**config.mk**
```make
export PLATFORM = sky130hd
export DESIGN_NAME = nand_cycle_seq
export DESIGN_NICKNAME = d
export VERILOG_FILES = /design/src/rtl/nand_seq_pkg.sv /design/src/rtl/nand_seq_cfg.sv /design/src/rtl/nand_seq_fsm.sv /design/src/rtl/nand_seq_pins.sv /design/src/rtl/nand_cycle_seq.sv
export SDC_FILE = /design/constraint.sdc
export NUM_CORES = 1
export LEC_CHECK = 0
export ABC_CLOCK_PERIOD_IN_PS = 5100
export BUFFER_PORTS_ARGS = -buffer_cell sky130_fd_sc_hd__clkbuf_2
export CORE_ASPECT_RATIO = 0.7
export CORE_MARGIN = 10
export CORE_UTILIZATION = 35
export CTS_CLUSTER_DIAMETER = 40
export DETAILED_ROUTE_END_ITERATION = 8
export HOLD_SLACK_MARGIN = 0.15
export PLACE_DENSITY = 0.51
export SLEW_MARGIN = 20
export SYNTH_ARGS = -nofsm -noshare
export SYNTH_HDL_FRONTEND = slang
export SYNTH_SLANG_ARGS = --single-unit
```
**constraint.sdc**
```tcl
create_clock -name clk -period 5.1 [get_ports clk]
set_input_delay 1.02 -clock clk [delete_from_list [all_inputs] [get_ports clk]]
set_output_delay 1.02 -clock clk [all_outputs]
set_load 0.02 [all_outputs]
```
**src/rtl/nand_seq_pkg.sv**
```systemverilog
`timescale 1ns/1ps
package nand_seq_pkg;
  localparam int FLD_W = 8;
  localparam int DLY_W = 4;
  localparam logic [31:0] TIM_RST = 32'h0A0A_0A0A;
  localparam logic [DLY_W-1:0] DLY_RST = '1;

  typedef enum logic [1:0] {
    ACC_CMD  = 2'd0,
    ACC_ADDR = 2'd1,
    ACC_RD   = 2'd2,
    ACC_WR   = 2'd3
  } acc_e;

  typedef enum logic [2:0] {
    PH_IDLE  = 3'd0,
    PH_PRE   = 3'd1,
    PH_SETUP = 3'd2,
    PH_WAIT  = 3'd3,
    PH_HOLD  = 3'd4
  } phase_e;

  typedef enum logic [1:0] {
    LAST_NONE = 2'd0,
    LAST_CMD  = 2'd1,
    LAST_ADDR = 2'd2
  } last_e;

  typedef struct packed {
    logic [FLD_W-1:0] hiz;
    logic [FLD_W-1:0] hold;
    logic [FLD_W-1:0] wt;
    logic [FLD_W-1:0] setup;
  } tim_t;

  // counter load value for a phase: a zero field behaves as one cycle
  function automatic logic [FLD_W-1:0] phase_load(input logic [FLD_W-1:0] v);
    return (v == '0) ? '0 : v - 1'b1;
  endfunction
endpackage

```
**src/rtl/nand_seq_cfg.sv**
```systemverilog
`timescale 1ns/1ps
module nand_seq_cfg
  import nand_seq_pkg::*;
(
  input  logic             clk,
  input  logic             rst_n,
  input  logic             cfg_wr,
  input  logic [1:0]       cfg_addr,
  input  logic [31:0]      cfg_wdata,
  output tim_t             data_tim,
  output tim_t             ca_tim,
  output logic [DLY_W-1:0] cle_dly,
  output logic [DLY_W-1:0] ale_dly,
  output logic             wait_en,
  output logic             wide
);
  tim_t             data_q, data_d, ca_q, ca_d;
  logic [DLY_W-1:0] cle_q, cle_d, ale_q, ale_d;
  logic [1:0]       ctl_q, ctl_d;

  always_comb begin
    data_d = data_q;
    ca_d   = ca_q;
    cle_d  = cle_q;
    ale_d  = ale_q;
    ctl_d  = ctl_q;
    case (cfg_addr)
      2'd0: data_d = tim_t'(cfg_wdata);
      2'd1: ca_d   = tim_t'(cfg_wdata);
      2'd2: begin
        cle_d = cfg_wdata[DLY_W-1:0];
        ale_d = cfg_wdata[2*DLY_W-1:DLY_W];
      end
      default: ctl_d = cfg_wdata[1:0];
    endcase
  end

  always_ff @(posedge clk or negedge rst_n) begin
    if (!rst_n) begin
      data_q <= tim_t'(TIM_RST);
      ca_q   <= tim_t'(TIM_RST);
      cle_q  <= DLY_RST;
      ale_q  <= DLY_RST;
      ctl_q  <= 2'b00;
    end else if (cfg_wr) begin
      data_q <= data_d;
      ca_q   <= ca_d;
      cle_q  <= cle_d;
      ale_q  <= ale_d;
      ctl_q  <= ctl_d;
    end
  end

  assign data_tim = data_q;
  assign ca_tim   = ca_q;
  assign cle_dly  = cle_q;
  assign ale_dly  = ale_q;
  assign wait_en  = ctl_q[0];
  assign wide     = ctl_q[1];
endmodule

```
**src/rtl/nand_seq_fsm.sv**
```systemverilog
`timescale 1ns/1ps
module nand_seq_fsm
  import nand_seq_pkg::*;
(
  input  logic             clk,
  input  logic             rst_n,
  input  logic             req_valid,
  input  acc_e             req_type,
  input  tim_t             data_tim,
  input  tim_t             ca_tim,
  input  logic [DLY_W-1:0] cle_dly,
  input  logic [DLY_W-1:0] ale_dly,
  input  logic             wait_en,
  input  logic             rb_ready,
  output logic             accept,
  output phase_e           phase,
  output acc_e             acc,
  output logic             wait_last,
  output logic             done
);
  phase_e           phase_q, phase_d;
  acc_e             acc_q, acc_d;
  last_e            last_q, last_d;
  logic [FLD_W-1:0] cnt_q, cnt_d;
  tim_t             in_tim, cur_tim;
  logic             stall, cnt_zero;

  assign in_tim   = req_type[1] ? data_tim : ca_tim;
  assign cur_tim  = acc_q[1] ? data_tim : ca_tim;
  assign stall    = wait_en && !rb_ready;
  assign cnt_zero = (cnt_q == '0);
  assign accept   = (phase_q == PH_IDLE) && req_valid;

  always_comb begin
    phase_d = phase_q;
    acc_d   = acc_q;
    last_d  = last_q;
    cnt_d   = cnt_zero ? cnt_q : cnt_q - 1'b1;
    case (phase_q)
      PH_IDLE: begin
        cnt_d = cnt_q;
        if (req_valid) begin
          acc_d = req_type;
          if (req_type == ACC_RD && last_q != LAST_NONE) begin
            phase_d = PH_PRE;
            cnt_d   = {{(FLD_W-DLY_W){1'b0}}, (last_q == LAST_CMD) ? cle_dly : ale_dly};
          end else begin
            phase_d = PH_SETUP;
            cnt_d   = phase_load(in_tim.setup);
          end
        end
      end
      PH_PRE: if (cnt_zero) begin
        phase_d = PH_SETUP;
        cnt_d   = phase_load(cur_tim.setup);
      end
      PH_SETUP: if (cnt_zero) begin
        phase_d = PH_WAIT;
        cnt_d   = phase_load(cur_tim.wt);
      end
      PH_WAIT: if (cnt_zero && !stall) begin
        phase_d = PH_HOLD;
        cnt_d   = phase_load(cur_tim.hold);
      end
      PH_HOLD: if (cnt_zero) begin
        phase_d = PH_IDLE;
        case (acc_q)
          ACC_CMD:  last_d = LAST_CMD;
          ACC_ADDR: last_d = LAST_ADDR;
          default:  last_d = LAST_NONE;
        endcase
      end
      default: phase_d = PH_IDLE;
    endcase
  end

  always_ff @(posedge clk or negedge rst_n) begin
    if (!rst_n) begin
      phase_q <= PH_IDLE;
      acc_q   <= ACC_CMD;
      last_q  <= LAST_NONE;
      cnt_q   <= '0;
    end else begin
      phase_q <= phase_d;
      acc_q   <= acc_d;
      last_q  <= last_d;
      cnt_q   <= cnt_d;
    end
  end

  assign phase     = phase_q;
  assign acc       = acc_q;
  assign wait_last = (phase_q == PH_WAIT) && cnt_zero && !stall;
  assign done      = (phase_q == PH_HOLD) && cnt_zero;
endmodule

```
**src/rtl/nand_seq_pins.sv**
```systemverilog
`timescale 1ns/1ps
module nand_seq_pins
  import nand_seq_pkg::*;
#(
  parameter int DATA_W = 16
) (
  input  logic              clk,
  input  logic              rst_n,
  input  logic              accept,
  input  acc_e              req_type,
  input  logic [DATA_W-1:0] req_wdata,
  input  logic              req_narrow,
  input  logic              wide,
  input  logic [FLD_W-1:0]  hiz_in,
  input  phase_e            phase,
  input  acc_e              acc,
  input  logic              wait_last,
  input  logic [DATA_W-1:0] nand_din,
  output logic              ce_n,
  output logic              cle,
  output logic              ale,
  output logic              re_n,
  output logic              we_n,
  output logic              oe,
  output logic [DATA_W-1:0] nand_dout,
  output logic [DATA_W-1:0] rdata
);
  localparam int NARROW_W = DATA_W / 2;
  localparam int HZ_W     = FLD_W + 1;

  logic              wide_in, wide_q, active, is_rd;
  logic [DATA_W-1:0] wdata_q, wdata_d, rdata_q, rdata_d;
  logic [HZ_W-1:0]   hz_q, hz_d;

  assign wide_in = wide && !req_narrow && req_type[1];
  assign active  = (phase == PH_SETUP) || (phase == PH_WAIT) || (phase == PH_HOLD);
  assign is_rd   = (acc == ACC_RD);

  always_comb begin
    wdata_d = wide_in ? req_wdata
                      : {{(DATA_W-NARROW_W){1'b0}}, req_wdata[NARROW_W-1:0]};
    rdata_d = wide_q ? nand_din
                     : {{(DATA_W-NARROW_W){1'b0}}, nand_din[NARROW_W-1:0]};
    hz_d    = (hz_q == '0) ? hz_q : hz_q - 1'b1;
  end

  always_ff @(posedge clk or negedge rst_n) begin
    if (!rst_n) begin
      wdata_q <= '0;
      wide_q  <= 1'b0;
      hz_q    <= '0;
    end else if (accept) begin
      wdata_q <= wdata_d;
      wide_q  <= wide_in;
      hz_q    <= {1'b0, hiz_in} + 1'b1;
    end else if (active) begin
      hz_q    <= hz_d;
    end
  end

  always_ff @(posedge clk or negedge rst_n) begin
    if (!rst_n)                  rdata_q <= '0;
    else if (wait_last && is_rd) rdata_q <= rdata_d;
  end

  assign ce_n      = (phase == PH_IDLE);
  assign cle       = !ce_n && (acc == ACC_CMD);
  assign ale       = !ce_n && (acc == ACC_ADDR);
  assign re_n      = !((phase == PH_WAIT) && is_rd);
  assign we_n      = !((phase == PH_WAIT) && !is_rd);
  assign oe        = active && !is_rd && (hz_q == '0);
  assign nand_dout = wdata_q;
  assign rdata     = rdata_q;
endmodule

```
**src/rtl/nand_cycle_seq.sv**
```systemverilog
`timescale 1ns/1ps
module nand_cycle_seq
  import nand_seq_pkg::*;
#(
  parameter int DATA_W = 16
) (
  input  logic              clk,
  input  logic              rst_n,
  input  logic              cfg_wr,
  input  logic [1:0]        cfg_addr,
  input  logic [31:0]       cfg_wdata,
  input  logic              req_valid,
  output logic              req_ready,
  input  logic [1:0]        req_type,
  input  logic              req_narrow,
  input  logic [DATA_W-1:0] req_wdata,
  output logic              done,
  output logic [DATA_W-1:0] rdata,
  output logic              nand_ce_n,
  output logic              nand_cle,
  output logic              nand_ale,
  output logic              nand_re_n,
  output logic              nand_we_n,
  output logic [DATA_W-1:0] nand_dout,
  output logic              nand_dout_en,
  input  logic [DATA_W-1:0] nand_din,
  input  logic              nand_rb
);
  tim_t             data_tim, ca_tim;
  logic [DLY_W-1:0] cle_dly, ale_dly;
  logic             wait_en, wide, accept, wait_last;
  phase_e           phase;
  acc_e             acc, type_e;
  logic [FLD_W-1:0] hiz_sel;

  assign type_e    = acc_e'(req_type);
  assign hiz_sel   = req_type[1] ? data_tim.hiz : ca_tim.hiz;
  assign req_ready = (phase == PH_IDLE);

  nand_seq_cfg u_cfg (
    .clk(clk), .rst_n(rst_n), .cfg_wr(cfg_wr), .cfg_addr(cfg_addr),
    .cfg_wdata(cfg_wdata), .data_tim(data_tim), .ca_tim(ca_tim),
    .cle_dly(cle_dly), .ale_dly(ale_dly), .wait_en(wait_en), .wide(wide)
  );

  nand_seq_fsm u_fsm (
    .clk(clk), .rst_n(rst_n), .req_valid(req_valid), .req_type(type_e),
    .data_tim(data_tim), .ca_tim(ca_tim), .cle_dly(cle_dly), .ale_dly(ale_dly),
    .wait_en(wait_en), .rb_ready(nand_rb), .accept(accept), .phase(phase),
    .acc(acc), .wait_last(wait_last), .done(done)
  );

  nand_seq_pins #(.DATA_W(DATA_W)) u_pins (
    .clk(clk), .rst_n(rst_n), .accept(accept), .req_type(type_e),
    .req_wdata(req_wdata), .req_narrow(req_narrow), .wide(wide),
    .hiz_in(hiz_sel), .phase(phase), .acc(acc), .wait_last(wait_last),
    .nand_din(nand_din), .ce_n(nand_ce_n), .cle(nand_cle), .ale(nand_ale),
    .re_n(nand_re_n), .we_n(nand_we_n), .oe(nand_dout_en),
    .nand_dout(nand_dout), .rdata(rdata)
  );
endmodule

```
==> impl_metrics.env <==
export IMPL_outcome="completed"
export IMPL_num_vias=5830
export IMPL_postRouteAntennaNets=0
export IMPL_cts_hold_buffers=0
export IMPL_min_period_ns=3.88
export IMPL_wl_per_cell_um=19.9
export IMPL_slew_viol_final=0
export IMPL_rsz0062_at_grt="false"
export IMPL_yosysMostFrequentCell="dfrtp_1"
export IMPL_syn_num_nets=779
export IMPL_fin_ws_ns=1.22
export IMPL_insertion_delay_ns=0.43
export IMPL_timing_slew_headroom_pct=41.6
export IMPL_synth_flop_cell="dfrtp_1"
export IMPL_ys_seq_elements=131
export IMPL_antenna_found_initial=0
export IMPL_cts_resized=0
export IMPL_row_count=44
export IMPL_crit_type="flop to output pin"
export IMPL_cts_root_buffer="clkbuf_16"
export IMPL_hold_viol=0
export IMPL_endpoint_kind="output pin"
export IMPL_area_delta_synth_final_pct=19.0
export IMPL_antenna_cells=0
export IMPL_dieWidth_um=193
export IMPL_start_util_pct=35.5
export IMPL_final_cell_area_mm2=0.00873
export IMPL_finalSetupTns_ns=0
export IMPL_fin_nets=882
export IMPL_utilization_pct=42.3
export IMPL_grt_pass1_wl_um=33700
export IMPL_num_io_pins=114
export IMPL_grt_overflow=0
export IMPL_cp_arrival_ns=2.86
export IMPL_first_iter_violations=490
export IMPL_chipHeight_um=141
export IMPL_grt_start_max_net_pins=59
export IMPL_synth_cells=693
export IMPL_cts_tree="yes"
export IMPL_synth_warning_count=0
export IMPL_yosys_area_top_type="dfrtp_1"
export IMPL_crit_required_ns=4.08
export IMPL_clkTransAtPathRegs_ns=0.06
export IMPL_crit_fanout=15
export IMPL_p_total_mw=4.52
export IMPL_syn_avg_cell_area_um2=10.6
export IMPL_synth_edf_count=0
export IMPL_cts_buffer_depth=2
export IMPL_p_per_area_mw_per_mm2=518
export IMPL_maxCapViolations=0
export IMPL_hold_class="flop to flop"
export IMPL_vias_per_cell=5.37
export IMPL_dieArea_mm2=0.0272
export IMPL_hold_start="u_pins.rdata[10]"
export IMPL_syn_cell_area_mm2=0.00734
export IMPL_grt_pass1_vias=5847
export IMPL_place_hpwl_um=16300
export IMPL_worst_pin_slew_ns=0.876
export IMPL_drive_gt1_share_pct=34.4
export IMPL_fin_crit_sh_pct=76.1
export IMPL_clkSinkCount=131
export IMPL_synth_common_cells="dfrtp_1, mux2_2, nand2_1"
export IMPL_vdd_drop_max_v=0.000243
export IMPL_firstDrtPassIters=5
export IMPL_crit_start="u_fsm.cnt_q[0]"
export IMPL_synth_distinct_cells=67
export IMPL_pre_cts_slack_ns=1.50
export IMPL_routabilityCongestion=0.968
export IMPL_placed_cell_area_mm2=0.00815
export IMPL_async_flop_share_pct=100
export IMPL_wirelength_um=21600
export IMPL_synth_top_area_share_pct=36.5
export IMPL_setup_viol=0
export IMPL_portBuffers=113
export IMPL_seq_area_frac_synth_pct=45.1
export IMPL_clock_skew_ns=0.0179
export IMPL_leakage_nw=3.70
export IMPL_grt_use_total_pct=15.8
export IMPL_cts_max_level=4
export IMPL_core_area_mm2=0.0206
export IMPL_synth_top_cells_by_area="dfrtp_1, mux2_2, dfstp_2, mux2i_1, nand2_1"
export IMPL_max_freq_mhz=258
export IMPL_timing_rr_start="u_fsm.cnt_q[0]"
export IMPL_cts_buffers=17
export IMPL_drcViolationCount=0
export IMPL_crit_path_start_kind="flop"
export IMPL_postCtsSetupRepairBufs=0
-- worst max-delay path: stages (launching register included) --
cell and delay [ns]:
dfrtp_1 0.45, inv_1 0.15, ha_1 0.18, or4b_1 0.52, nor2_2 0.56, nand3_1 0.29
inv_1 0.11, clkbuf_2 0.18
-- per-stage QoR --
step	hold WS, ns	instances
after floorplan	0.463	693
after global placement	0.463	1053
after detailed placement	0.477	1053
after CTS	0.492	1085
after global routing	0.510	1085
final	0.488	1085
-- layer usage --
layer / wire [µm] / global-route usage, %
met5: 0 / 0
met4: 247 / 4.20
met3: 1480 / 3.67
met2: 9190 / 22.3
met1: 10600 / 23.3
-- area by class of cell --
cell class / instances / area, µm²
fillers: 2011 / 11900
multi-input cells: 517 / 3840
flip-flops and latches: 131 / 3310
repair buffers: 119 / 613
clock buffers: 20 / 447
well taps: 276 / 345
clock inverters: 12 / 133
inverters: 10 / 37.5
-- cells in the final DEF, fill, tap and decap left out, types with 5 or more instances in the layout --
| cell type | netlist | routed |
|---|---|---|
| nor3_1 | 30 | 30 |
| mux2_2 | 93 | 93 |
| clkbuf_16 | 0 | 17 |
| nor2_1 | 39 | 39 |
| or3_1 | 8 | 8 |
| a31oi_1 | 11 | 11 |
| nor4b_1 | 5 | 5 |
| clkbuf_2 | 0 | 112 |
| dfstp_2 | 24 | 24 |
| nand2b_1 | 6 | 6 |
| xor2_1 | 17 | 17 |
| mux2i_1 | 35 | 35 |
| nor2b_1 | 10 | 10 |
| dfrtp_1 | 107 | 106 |
| nand2_1 | 58 | 58 |
| a211oi_1 | 5 | 5 |
| o21ai_0 | 36 | 36 |
| xnor2_1 | 19 | 19 |
| o211ai_1 | 8 | 8 |
| nor3b_1 | 11 | 10 |
| inv_1 | 9 | 9 |
| o22ai_1 | 8 | 8 |
| nand3_1 | 9 | 9 |
| ha_1 | 12 | 12 |
| a21oi_1 | 23 | 23 |
| nor4_1 | 6 | 6 |
| a22o_1 | 8 | 8 |
| buf_4 | 1 | 7 |
-- path summary, 6_finish.rpt --
path	slack [ns]	depth (start not counted)	to
worst max-delay path	1.22	7	done
worst min-delay path	0.49	2	u_pins.rdata[10]
worst max register to register	1.94	6	u_pins.rdata[4]
worst min register to register	0.49	2	u_pins.rdata[10]
max in group asynchronous	3.39	2	u_cfg.data_tim[11]
min in group asynchronous	0.65	1	u_pins.rdata[0]
-- logic make-up (layout without fill, tap and decap cells) --
| logic type | after synthesis | in the layout | share of synthesized area [%] |
|---|---|---|---|
| DFF | 131 | 131 | 45.1 |
| xor gates and xnor gates | 36 | 36 | 4.30 |
| adders and majority gates | 12 | 12 | 2.05 |
| buffers and inverters | 45 | 161 | 2.58 |
| AOI/OAI and AO/OA | 136 | 136 | 12.3 |
| muxes | 132 | 132 | 19.7 |
| and+or+nand+nor | 201 | 201 | 14.0 |
-- flip-flops by register name, indices dropped and copies added (netlist names) --
| signal | flops |
|---|---|
| u_fsm.acc | 2 |
| u_pins.rdata | 16 |
| u_cfg.data_tim | 32 |
| u_fsm.last_q | 2 |
| u_cfg.ca_tim | 32 |
| u_cfg.cle_dly | 4 |
| u_cfg.ale_dly | 4 |
| u_cfg.ctl_q | 2 |
| u_fsm.phase | 3 |
| u_fsm.cnt_q | 8 |
| u_pins.nand_dout | 16 |
| u_pins.hz_q | 9 |
| u_pins.wide_q | 1 |
-- where the power goes --
part	internal (mW)	switching, mW	total (mW)
Sequential	1.33	0.325	1.65
Combinational	0.702	0.959	1.66
Clock	0.733	0.475	1.21
Total	2.76	1.76	4.52
Power figures use the tool's default switching activity.
